`src/rtl/fr_timebase.sv`:
```
module fr_timebase #(
  parameter int W    = 16,
  parameter int NTAP = 6
) (
  input  logic            clk,
  input  logic            rst_n,
  input  logic            wr_en,
  input  logic [1:0]      addr,
  input  logic [W-1:0]    wdata,
  output logic [W-1:0]    rdata,
  input  logic [NTAP-1:0] tick_i,
  input  logic            ext_pin,
  output logic [W-1:0]    bus_a_o,
  output logic            bus_a_drv_o,
  output logic [W-1:0]    bus_b_o,
  output logic            bus_b_drv_o,
  output logic            irq_o
);
  localparam int SELW = $clog2(NTAP + 2);
  localparam int CTLW = SELW + 4;
  localparam logic [SELW-1:0] SEL_EXT  = SELW'(NTAP);
  localparam logic [SELW-1:0] SEL_STOP = {SELW{1'b1}};

  logic [CTLW-1:0] ctrl_q;
  logic [W-1:0]    cnt_q;
  logic            ovf_q;
  logic [2:0]      sync_q;

  wire [SELW-1:0] src     = ctrl_q[SELW-1:0];
  wire            fall    = ctrl_q[SELW];
  wire [1:0]      bus_sel = ctrl_q[SELW+2:SELW+1];
  wire            irq_en  = ctrl_q[SELW+3];

  wire ext_edge = fall ? (sync_q[2] & ~sync_q[1]) : (sync_q[1] & ~sync_q[2]);

  logic adv;
  always_comb begin
    if (src < SEL_EXT)       adv = tick_i[src];
    else if (src == SEL_EXT) adv = ext_edge;
    else                     adv = 1'b0;
  end

  wire wr_ctrl = wr_en && addr == 2'd0;
  wire wr_stat = wr_en && addr == 2'd1;
  wire wr_cnt  = wr_en && addr == 2'd2;
  wire wrap    = adv && !wr_cnt && (cnt_q == {W{1'b1}});

  always_ff @(posedge clk) begin
    if (!rst_n) begin
      ctrl_q <= CTLW'(SEL_STOP);
      cnt_q  <= '0;
      ovf_q  <= 1'b0;
      sync_q <= '0;
    end else begin
      sync_q <= {sync_q[1:0], ext_pin};
      if (wr_ctrl) ctrl_q <= wdata[CTLW-1:0];
      if (wr_cnt)   cnt_q <= wdata;
      else if (adv) cnt_q <= cnt_q + 1'b1;
      ovf_q <= wrap | (ovf_q & ~(wr_stat & wdata[0]));
    end
  end

  always_comb begin
    case (addr)
      2'd0:    rdata = W'(ctrl_q);
      2'd1:    rdata = W'(ovf_q);
      2'd2:    rdata = cnt_q;
      default: rdata = '0;
    endcase
  end

  assign bus_a_drv_o = bus_sel == 2'b01;
  assign bus_b_drv_o = bus_sel == 2'b10;
  assign bus_a_o     = bus_a_drv_o ? cnt_q : '0;
  assign bus_b_o     = bus_b_drv_o ? cnt_q : '0;
  assign irq_o       = ovf_q & irq_en;
endmodule

```
`config.mk`:
```
export PLATFORM = sky130hd
export DESIGN_NAME = fr_timebase
export DESIGN_NICKNAME = d
export VERILOG_FILES = /design/src/rtl/fr_timebase.sv
export SDC_FILE = /design/constraint.sdc
export NUM_CORES = 1
export LEC_CHECK = 0
export CORE_MARGIN = 4
export CORE_UTILIZATION = 40
export CTS_BUF_LIST = sky130_fd_sc_hd__clkbuf_8 sky130_fd_sc_hd__clkbuf_16
export CTS_CLUSTER_DIAMETER = 200
export DETAILED_ROUTE_END_ITERATION = 8
export PLACE_DENSITY_LB_ADDON = 0.2
export SLEW_MARGIN = 5
export SYNTH_ARGS = -nofsm -noshare
export SYNTH_HDL_FRONTEND = slang
export SYNTH_SLANG_ARGS = --single-unit
export TNS_END_PERCENT = 100
```
`constraint.sdc`:
```
create_clock -name clk -period 3 [get_ports clk]
set_clock_uncertainty 0.15 [all_clocks]
set_input_delay 0.3 -clock clk [delete_from_list [all_inputs] [get_ports clk]]
set_output_delay 0.3 -clock clk [all_outputs]
set_load 0.02 [all_outputs]
```
==> flow_summary.json, run 1 <==
{
  "dieHeight_um": 76.2,
  "rsz0062_at_grt": "no",
  "synth_nets": 260,
  "synth_top_family_by_area": "simple AND/OR/NAND/NOR gates",
  "critPathBufInv": 2,
  "clkLatencyLatePin_ns": 0.28,
  "syn_to_final_growth_pct": 47.9,
  "drtPass1Iterations": 4,
  "path_class": "primary input to primary output",
  "finalCriticalPeriod_ns": 2.69,
  "drt-total-wl_um": 5420,
  "cts_max_level": 1,
  "synth_flop_cell": "dfxtp_1",
  "hold_path_class": "register to register",
  "critPathArrivalTime_ns": 2.24,
  "cp_cell_sequence": "clkdlybuf4s50_1, nor2b_1, and2_1, clkdlybuf4s50_1",
  "antenna_left": 0,
  "io_pins": 79,
  "fin_total_pwr_uw": 836,
  "core_mm2": 0.00444,
  "fp.dieW_um": 76.2,
  "port-buffer-count": 78,
  "drc": 0,
  "synth_cells": 231,
  "grt_pass1_wl_um": 8900,
  "synth_area_mm2": 0.00186,
  "relSlewSlack_pct": 58.8,
  "drt_iter0_markers": 71,
  "stdcell_count": 358,
  "synth_warnings": 0,
  "synth-edff-count": 0,
  "cts_buffers": 3,
  "grt_max_degree": 18,
  "synth_xor_area_share_pct": 1.88,
  "dieArea_mm2": 0.00581,
  "yosys-top-cells-area": "dfxtp_1 29%, and2_1 16%, mux2i_1 10%",
  "fin_setup_tns_ns": 0,
  "hpwl_um": 4230,
  "cp_data_required_time_ns": 2.55,
  "gp_congestion": 0.797,
  "grt_pass1_vias": 1762,
  "critical-path-top-delay-family": "buffers and inverters",
  "postCtsSetupBuffers": 0,
  "routedWlPerCell_um": 15.1,
  "post_cts_resized": 0,
  "crit_path_max_incr_delay_ns": 0.63,
  "maxCapViolations": 0,
  "avgViaCountPerCell": 5.34,
  "synth_top_area_share_pct": 29.0,
  "synth_top_area_cell": "dfxtp_1",
  "critPathCaptureType": "primary output",
  "clkSlewWorstSetupHoldPaths_ns": 0.11,
  "p_per_area_mw_per_mm2": 304,
  "grt_overflow_total": 0,
  "final_core_util_pct": 62.0,
  "clk_path_buf_depth": 2,
  "antenna_found_initial": 0,
  "cp_slowest_cell": "clkdlybuf4s50_1",
  "async_flop_share_pct": 0,
  "finalSetupViolCount": 0,
  "ys_seq_area_share_pct": 29.0,
  "start_kind": "primary input",
  "drv_slew": 0,
  "place_ws_ns": 0.293,
  "cts_hold_buf": 0,
  "fmax_mhz": 371,
  "synthTopCellsByCount": "48 x and2_1, 27 x dfxtp_1, 19 x mux2i_1, 17 x nand3_1, 16 x nor2_1",
  "critPathMostFrequentCell": "clkdlybuf4s50_1",
  "postSynthAreaPerCell_um2": 8.06,
  "synth.distinct_cells": 42,
  "via_count": 1912,
  "synth_compound_area_share_pct": 16.3,
  "synth_mux_area_share_pct": 10.2,
  "clkSinkCount": 27,
  "root_buffer": "clkbuf_8",
  "yosys_register_bits": 27,
  "tightest_slew_ns": 0.616,
  "vdd_drop_max_mv": 0.224,
  "antenna_cells": 0,
  "placementRows": 24,
  "initial_core_util_pct": 41.9,
  "crit_fanout": 12,
  "hold_violations": 0,
  "cts_tree": "done",
  "run_status": "completed",
  "leakagePower_uw": 0.00102,
  "yosys.area_share.simple_pct": 38.3,
  "period_share_pct": 89.8,
  "final_nets": 336,
  "placed_cells": 354,
  "synth_most_common_cell": "and2_1",
  "drive_gt1_share_pct": 5.23,
  "grt_usage_pct": 18.4,
  "synth_adder_area_share_pct": 0.672,
  "setup_slack_ns": 0.307
}
[registers in the layout, indices dropped and copies added (netlist names)]
signal	cells
cnt_q	16
ctrl_q	7
ovf_q	1
sync_q	3
[cells in the final DEF, fill, tap and decap left out, types with 4 or more instances in the layout]
master	n
clkdlybuf4s50_1	78
and2_1	48
dfxtp_1	27
mux2i_1	19
nand3_1	17
nor2_1	16
nand2_1	12
o21ai_0	11
nor2b_1	8
buf_4	7
nand4_1	5
a21oi_1	5
nand3b_1	4
[through the flow]
| stage | hold WS [ns] | cell area (um2) |
|---|---|---|
| after floorplan | 0.262 | 1860 |
| after global placement | 0.269 | 2700 |
| after detailed placement | 0.279 | 2700 |
| after CTS | 0.306 | 2750 |
| after global routing | 0.332 | 2750 |
| final | 0.300 | 2750 |
[cell families (layout without fill, tap and decap cells)]
| group | Yosys count | in the layout |
|---|---|---|
| simple gates | 125 | 125 |
| compound gates | 38 | 38 |
| flops | 27 | 27 |
| mux | 19 | 19 |
| buf+inv | 17 | 92 |
| xor+xnor | 4 | 4 |
| fa+ha+maj | 1 | 1 |
[where the power goes]
group / switching [uW] / leakage (uW) / internal [uW]
registers: 38.6 / 0.000221 / 383
logic: 87.0 / 0.000775 / 99.6
clock network: 130 / 0.0000261 / 97.7
[cell type report]
cell class / count / area [um2]
Multi-Input combinational cell: 187 / 1250
Tap cell: 52 / 65.1
Clock inverter: 1 / 8.76
Fill cell: 412 / 1690
Clock buffer: 3 / 41.3
Timing Repair Buffer: 85 / 833
Sequential cell: 27 / 541
Inverter: 3 / 11.3
[per-layer routing]
| metal | routed length (um) | GRT usage, % | part of all wire [%] | vias up |
|---|---|---|---|---|
| li1 | - | - | - | 969 |
| met1 | 2590 | 25.8 | 48 | 889 |
| met2 | 2530 | 30.8 | 47 | 52 |
| met3 | 277 | 2.84 | 5.1 | 2 |
| met4 | 19 | 1.63 | 0.35 | 0 |
| met5 | 0 | 0 | 0 | - |
[path summary, 6_finish.rpt]
kind | to | depth (start not counted) | slack, ns | from
worst max-delay path | rdata[14] | 4 | 0.31 | addr[0]
worst min-delay path | sync_q[1]$_SDFF_PN0_ | 1 | 0.30 | sync_q[0]$_SDFF_PN0_
worst max register to register | cnt_q[15]$_SDFFE_PN0P_ | 5 | 0.98 | ctrl_q[3]$_SDFFE_PN0P_
worst min register to register | sync_q[1]$_SDFF_PN0_ | 1 | 0.30 | sync_q[0]$_SDFF_PN0_
Power figures use the tool's default switching activity.
==> run 2, diff against run 1 <==
Settings changed: ABC_AREA set to 1, CORE_UTILIZATION 40 to 47, PLACE_DENSITY set to 0.86, PLACE_DENSITY_LB_ADDON 0.2 to not set.
==> flow_summary.json, run 2 <==
{
  "top_register": "cnt_q",
  "hold_path_class": "register to register",
  "path_class": "primary input to primary output",
  "cp_cell_sequence": "clkdlybuf4s50_1, inv_1, nor2_1, inv_1, o221ai_1, clkdlybuf4s50_1",
  "hp-start": "sync_q[0]$_SDFF_PN0_",
  "crit_fanout": 16,
  "largest_register_ff_count": 16,
  "cts_hold_buf": 0,
  "p_per_area_mw_per_mm2": 275,
  "synth_top_area_cell": "dfxtp_1",
  "cts_buffers": 3,
  "maxCapViolations": 0,
  "clkSinkCount": 27,
  "synth_most_common_cell": "nand2_1",
  "finalSetupViolCount": 0,
  "critical-path-top-delay-family": "buffers and inverters",
  "root_buffer": "clkbuf_8",
  "clkSlewWorstSetupHoldPaths_ns": 0.10,
  "period_share_pct": 84.4,
  "antenna_cells": 0,
  "leakagePower_uw": 0.00104,
  "synth_nets": 367,
  "run_status": "completed",
  "gp_congestion": 0.909,
  "antenna_left": 0,
  "start_kind": "primary input",
  "largestRegisters": "cnt_q x16, ctrl_q x7, sync_q x3",
  "finalCriticalPeriod_ns": 2.53,
  "drt-total-wl_um": 6690,
  "grt_pass1_wl_um": 10800,
  "drv_slew": 0,
  "fin_setup_tns_ns": 0,
  "async_flop_share_pct": 0,
  "synthTopCellsByCount": "90 x nand2_1, 61 x nor2_1, 40 x inv_1, 27 x dfxtp_1, 25 x nand3_1",
  "drive_gt1_share_pct": 4.17,
  "placementRows": 23,
  "vdd_drop_max_mv": 0.192,
  "via_count": 2450,
  "cts_tree": "done",
  "final_nets": 438,
  "postSynthAreaPerCell_um2": 5.82,
  "post_cts_resized": 0,
  "cp_slowest_cell": "clkdlybuf4s50_1",
  "r2r_slack_ns": 1.11,
  "synth-edff-count": 0,
  "critPathArrivalTime_ns": 2.08,
  "port-buffer-count": 78,
  "syn_to_final_growth_pct": 41.9,
  "core_mm2": 0.00403,
  "ys_seq_area_share_pct": 27.5,
  "synth.distinct_cells": 25,
  "grt_pass1_vias": 2243,
  "avgViaCountPerCell": 5.35,
  "io_pins": 79,
  "yosys-top-cells-area": "dfxtp_1 27%, nand2_1 17%, nor2_1 12%",
  "synth_area_mm2": 0.00197,
  "grt_usage_pct": 25.3,
  "synth_warnings": 0,
  "drt_iter0_markers": 222,
  "synth_cells": 338,
  "fp.dieW_um": 72.7,
  "drc": 0,
  "hpwl_um": 5100,
  "layout_common_cells": "90 x nand2_1, 78 x clkdlybuf4s50_1, 61 x nor2_1",
  "synth_flop_cell": "dfxtp_1",
  "crit_path_max_incr_delay_ns": 0.63,
  "rsz0062_at_grt": "no",
  "grt_overflow_total": 0,
  "critPathLaunch": "addr[1]",
  "initial_core_util_pct": 48.8,
  "clk_path_buf_depth": 2,
  "cp_data_required_time_ns": 2.55,
  "drtPass1Iterations": 7,
  "clkLatencyLatePin_ns": 0.28,
  "dieArea_mm2": 0.00528,
  "fmax_mhz": 395,
  "r2r_start": "ctrl_q[0]$_SDFFE_PN1P_",
  "stdcell_count": 458,
  "routedWlPerCell_um": 14.6,
  "postCtsSetupBuffers": 0,
  "synth_top_area_share_pct": 27.5,
  "layout_commonest_cell": "nand2_1",
  "antenna_found_initial": 0,
  "critPathBufInv": 4,
  "hold_violations": 0,
  "relSlewSlack_pct": 56.9,
  "grt_max_degree": 29,
  "fin_total_pwr_uw": 769,
  "yosys_register_bits": 27,
  "placed_cells": 454,
  "critPathCaptureType": "primary output",
  "dieHeight_um": 72.7,
  "tightest_slew_ns": 0.646,
  "cts_max_level": 1
}
run 2: changes by cell type in the layout (fill, tap and decap cells not counted), sizes merged, moves of 10 or more:
cell | previous run | this run
and2 | 48 | 0
nand2 | 12 | 92
inv | 4 | 42
nor2 | 16 | 67
a21oi | 6 | 17
nand3 | 17 | 27
nand4 | 5 | 22
mux2i | 19 | 0
run 2: layout make-up:
type                    instances  area [um2]
fillers                       385        1240
multi-input cells             256        1190
repair buffers                 79         788
flip-flops and latches         27         541
inverters                      42         158
well taps                      50        62.6
clock buffers                   3        41.3
clock inverters                 1        5.00
run 2: logic make-up (layout without fill, tap and decap cells):
group                      Yosys count  after routing  synth area share (%)
and+or+nand+nor                    210            210                  46.8
buffers and inverters               55            125                  11.8
AOI/OAI and AO/OA                   40             40                  11.1
DFF                                 27             27                  27.5
xor gates and xnor gates             5              5                  2.23
adders and majority gates            1              1                 0.636
run 2: power breakdown:
group | internal (uW) | total [uW] | switching, uW
Clock | 93.4 | 218 | 124
Sequential | 371 | 383 | 11.8
Combinational | 69.8 | 168 | 98.2
Total | 534 | 769 | 234
run 2: routing by layer:
layer  GRT usage [%]  routed length [um]  vias up
li1                -                   -     1227
met4            6.15                  53        0
met1            35.3                2950     1118
met5               0                   0        -
met2            41.6                3200       99
met3            3.03                 489        6
run 2: tightest hold or removal path, delay by kind of cell (launching register included):
| family | cells | cell delay, ns |
|---|---|---|
| flip-flops | 1 | 0.31 |
| AND/OR/NAND/NOR | 1 | 0.05 |
| buffers and inverters | 1 | 0.03 |
run 2: path summary, 6_finish.rpt:
kind                           end  cells past startpoint
max reg2reg  cnt_q[9]$_SDFFE_PN0P_                      9
min reg2reg   sync_q[1]$_SDFF_PN0_                      2
min           sync_q[1]$_SDFF_PN0_                      2
max                       rdata[0]                      6
run 2: stage by stage:
stage / hold WS [ns] / util, % / area [um2] / worst slack (ns)
global route: 0.295 / 69.3 / 2790 / 0.325
detailed placement: 0.254 / 68.1 / 2740 / 0.471
floorplan: 0.240 / - / 1970 / 1.17
finish: 0.276 / 69.3 / 2790 / 0.469
CTS: 0.278 / 69.3 / 2790 / 0.462
global placement: 0.243 / 68.1 / 2740 / 0.514
==> run 3, diff against run 2 <==
Settings changed: CORE_UTILIZATION 47 to 44, PLACE_DENSITY 0.86 to 0.81.
Clock period 3 ns to 2.45 ns, I/O delays scaled along.
==> flow_summary.json, run 3 (synthesis results as in run 2) <==
{
  "dieArea_mm2": 0.00560,
  "fp.dieW_um": 74.9,
  "p_per_area_mw_per_mm2": 332,
  "path_class": "primary input to primary output",
  "drive_gt1_share_pct": 6.27,
  "cts_max_level": 1,
  "stdcell_count": 467,
  "start_kind": "primary input",
  "maxCapViolations": 0,
  "io_pins": 79,
  "cts_tree": "done",
  "drc": 0,
  "crit_fanout": 16,
  "critPathBufInv": 4,
  "cts_hold_buf": 0,
  "cp_data_required_time_ns": 2.06,
  "initial_core_util_pct": 45.2,
  "via_count": 2468,
  "port-buffer-count": 78,
  "relSlewSlack_pct": 62.9,
  "drv_slew": 0,
  "clk_path_buf_depth": 2,
  "placed_area_mm2": 0.00279,
  "final_nets": 445,
  "syn_to_final_growth_pct": 45.5,
  "dieHeight_um": 74.9,
  "fmax_mhz": 421,
  "hpwl_um": 5250,
  "crit_path_max_incr_delay_ns": 0.65,
  "clkSinkCount": 27,
  "finalCriticalPeriod_ns": 2.38,
  "antenna_left": 0,
  "placementRows": 24,
  "grt_pass1_wl_um": 11100,
  "cp_slowest_cell": "clkdlybuf4s50_1",
  "antenna_found_initial": 0,
  "cp_cell_sequence": "clkdlybuf4s50_1, inv_1, nor2_1, inv_2, o22ai_1, clkdlybuf4s50_1",
  "tightest_slew_ns": 0.556,
  "largestRegisters": "cnt_q x16, ctrl_q x7, sync_q x3",
  "critPathArrivalTime_ns": 1.98,
  "grt_pass1_vias": 2341,
  "placed_cells": 462,
  "critical-path-top-delay-family": "buffers and inverters",
  "vdd_drop_max_mv": 0.202,
  "design_area_mm2": 0.00286,
  "top_register": "cnt_q",
  "period_share_pct": 97.0,
  "rsz0062_at_grt": "no",
  "clkLatencyLatePin_ns": 0.28,
  "run_status": "completed",
  "leakagePower_uw": 0.00107,
  "drtPass1Iterations": 5,
  "critPathMostFrequentCell": "clkdlybuf4s50_1",
  "drt_iter0_markers": 170,
  "layout_commonest_cell": "nand2_1",
  "grt_usage_pct": 25.1,
  "critPathCaptureType": "primary output",
  "antenna_cells": 0,
  "grt_max_degree": 17,
  "gp_congestion": 0.960,
  "grt_overflow_total": 0,
  "fill_cells": 417,
  "layout_common_cells": "90 x nand2_1, 78 x clkdlybuf4s50_1, 60 x nor2_1",
  "largest_register_ff_count": 16,
  "avgViaCountPerCell": 5.28,
  "core_mm2": 0.00435,
  "routedWlPerCell_um": 14.7,
  "hold_path_class": "register to register",
  "fin_setup_tns_ns": 0,
  "hold_violations": 0,
  "root_buffer": "clkbuf_8",
  "clkSlewWorstSetupHoldPaths_ns": 0.10,
  "finalSetupViolCount": 0,
  "drt-total-wl_um": 6840,
  "cts_buffers": 3
}
## run 3: through the flow
stage	setup slack (ns)	util, %	hold slack [ns]	total power, uW
after floorplan	0.673	-	0.193	592
after global placement	0.0729	64.1	0.249	685
after detailed placement	-0.00429	64.1	0.264	689
after CTS	0.103	65.1	0.285	943
after global routing	0.0167	65.7	0.292	990
final	0.0731	65.7	0.284	952
## run 3: where the power goes
| group | total (uW) | switching (uW) | internal, uW |
|---|---|---|---|
| clock | 264 | 151 | 113 |
| combinational | 219 | 124 | 94.1 |
| sequential | 469 | 15.3 | 454 |
| total | 952 | 291 | 661 |
## run 3: cell type report
class	count	area (um2)	share of cell area, %
flip-flops and latches	27	541	18.9
repair buffers	86	853	29.8
inverters	42	161	5.64
clock inverters	1	3.75	0.131
clock buffers	3	41.3	1.44
multi-input cells	256	1200	41.8
well taps	52	65.1	2.27
## run 3: worst paths after layout
| path | start | to | slack [ns] | depth (start not counted) |
|---|---|---|---|---|
| setup / recovery | addr[1] | rdata[1] | 0.07 | 6 |
| hold / removal | sync_q[0]$_SDFF_PN0_ | sync_q[1]$_SDFF_PN0_ | 0.28 | 2 |
| setup reg to reg | cnt_q[1]$_SDFFE_PN0P_ | cnt_q[14]$_SDFFE_PN0P_ | 0.73 | 10 |
| hold reg to reg | sync_q[0]$_SDFF_PN0_ | sync_q[1]$_SDFF_PN0_ | 0.28 | 2 |
## run 3: layer usage
| metal | up-vias | track usage, % | part of all wire (%) |
|---|---|---|---|
| met5 | - | 0 | 0 |
| met4 | 0 | 7.31 | 1.6 |
| met3 | 11 | 3.60 | 6.1 |
| met2 | 96 | 41.6 | 48 |
| met1 | 1117 | 33.8 | 44 |
| li1 | 1244 | - | - |
## run 3: timing repair
action                                  CTS  global route
setup buffers                             0             1
endpoints found under the setup margin    2             2
gates resized for setup                   1             2
## run 3: tightest hold or removal path, cell delays in order (launching register included)
cell	delay [ns]
dfxtp_1	0.31
nand2_1	0.06
inv_1	0.03
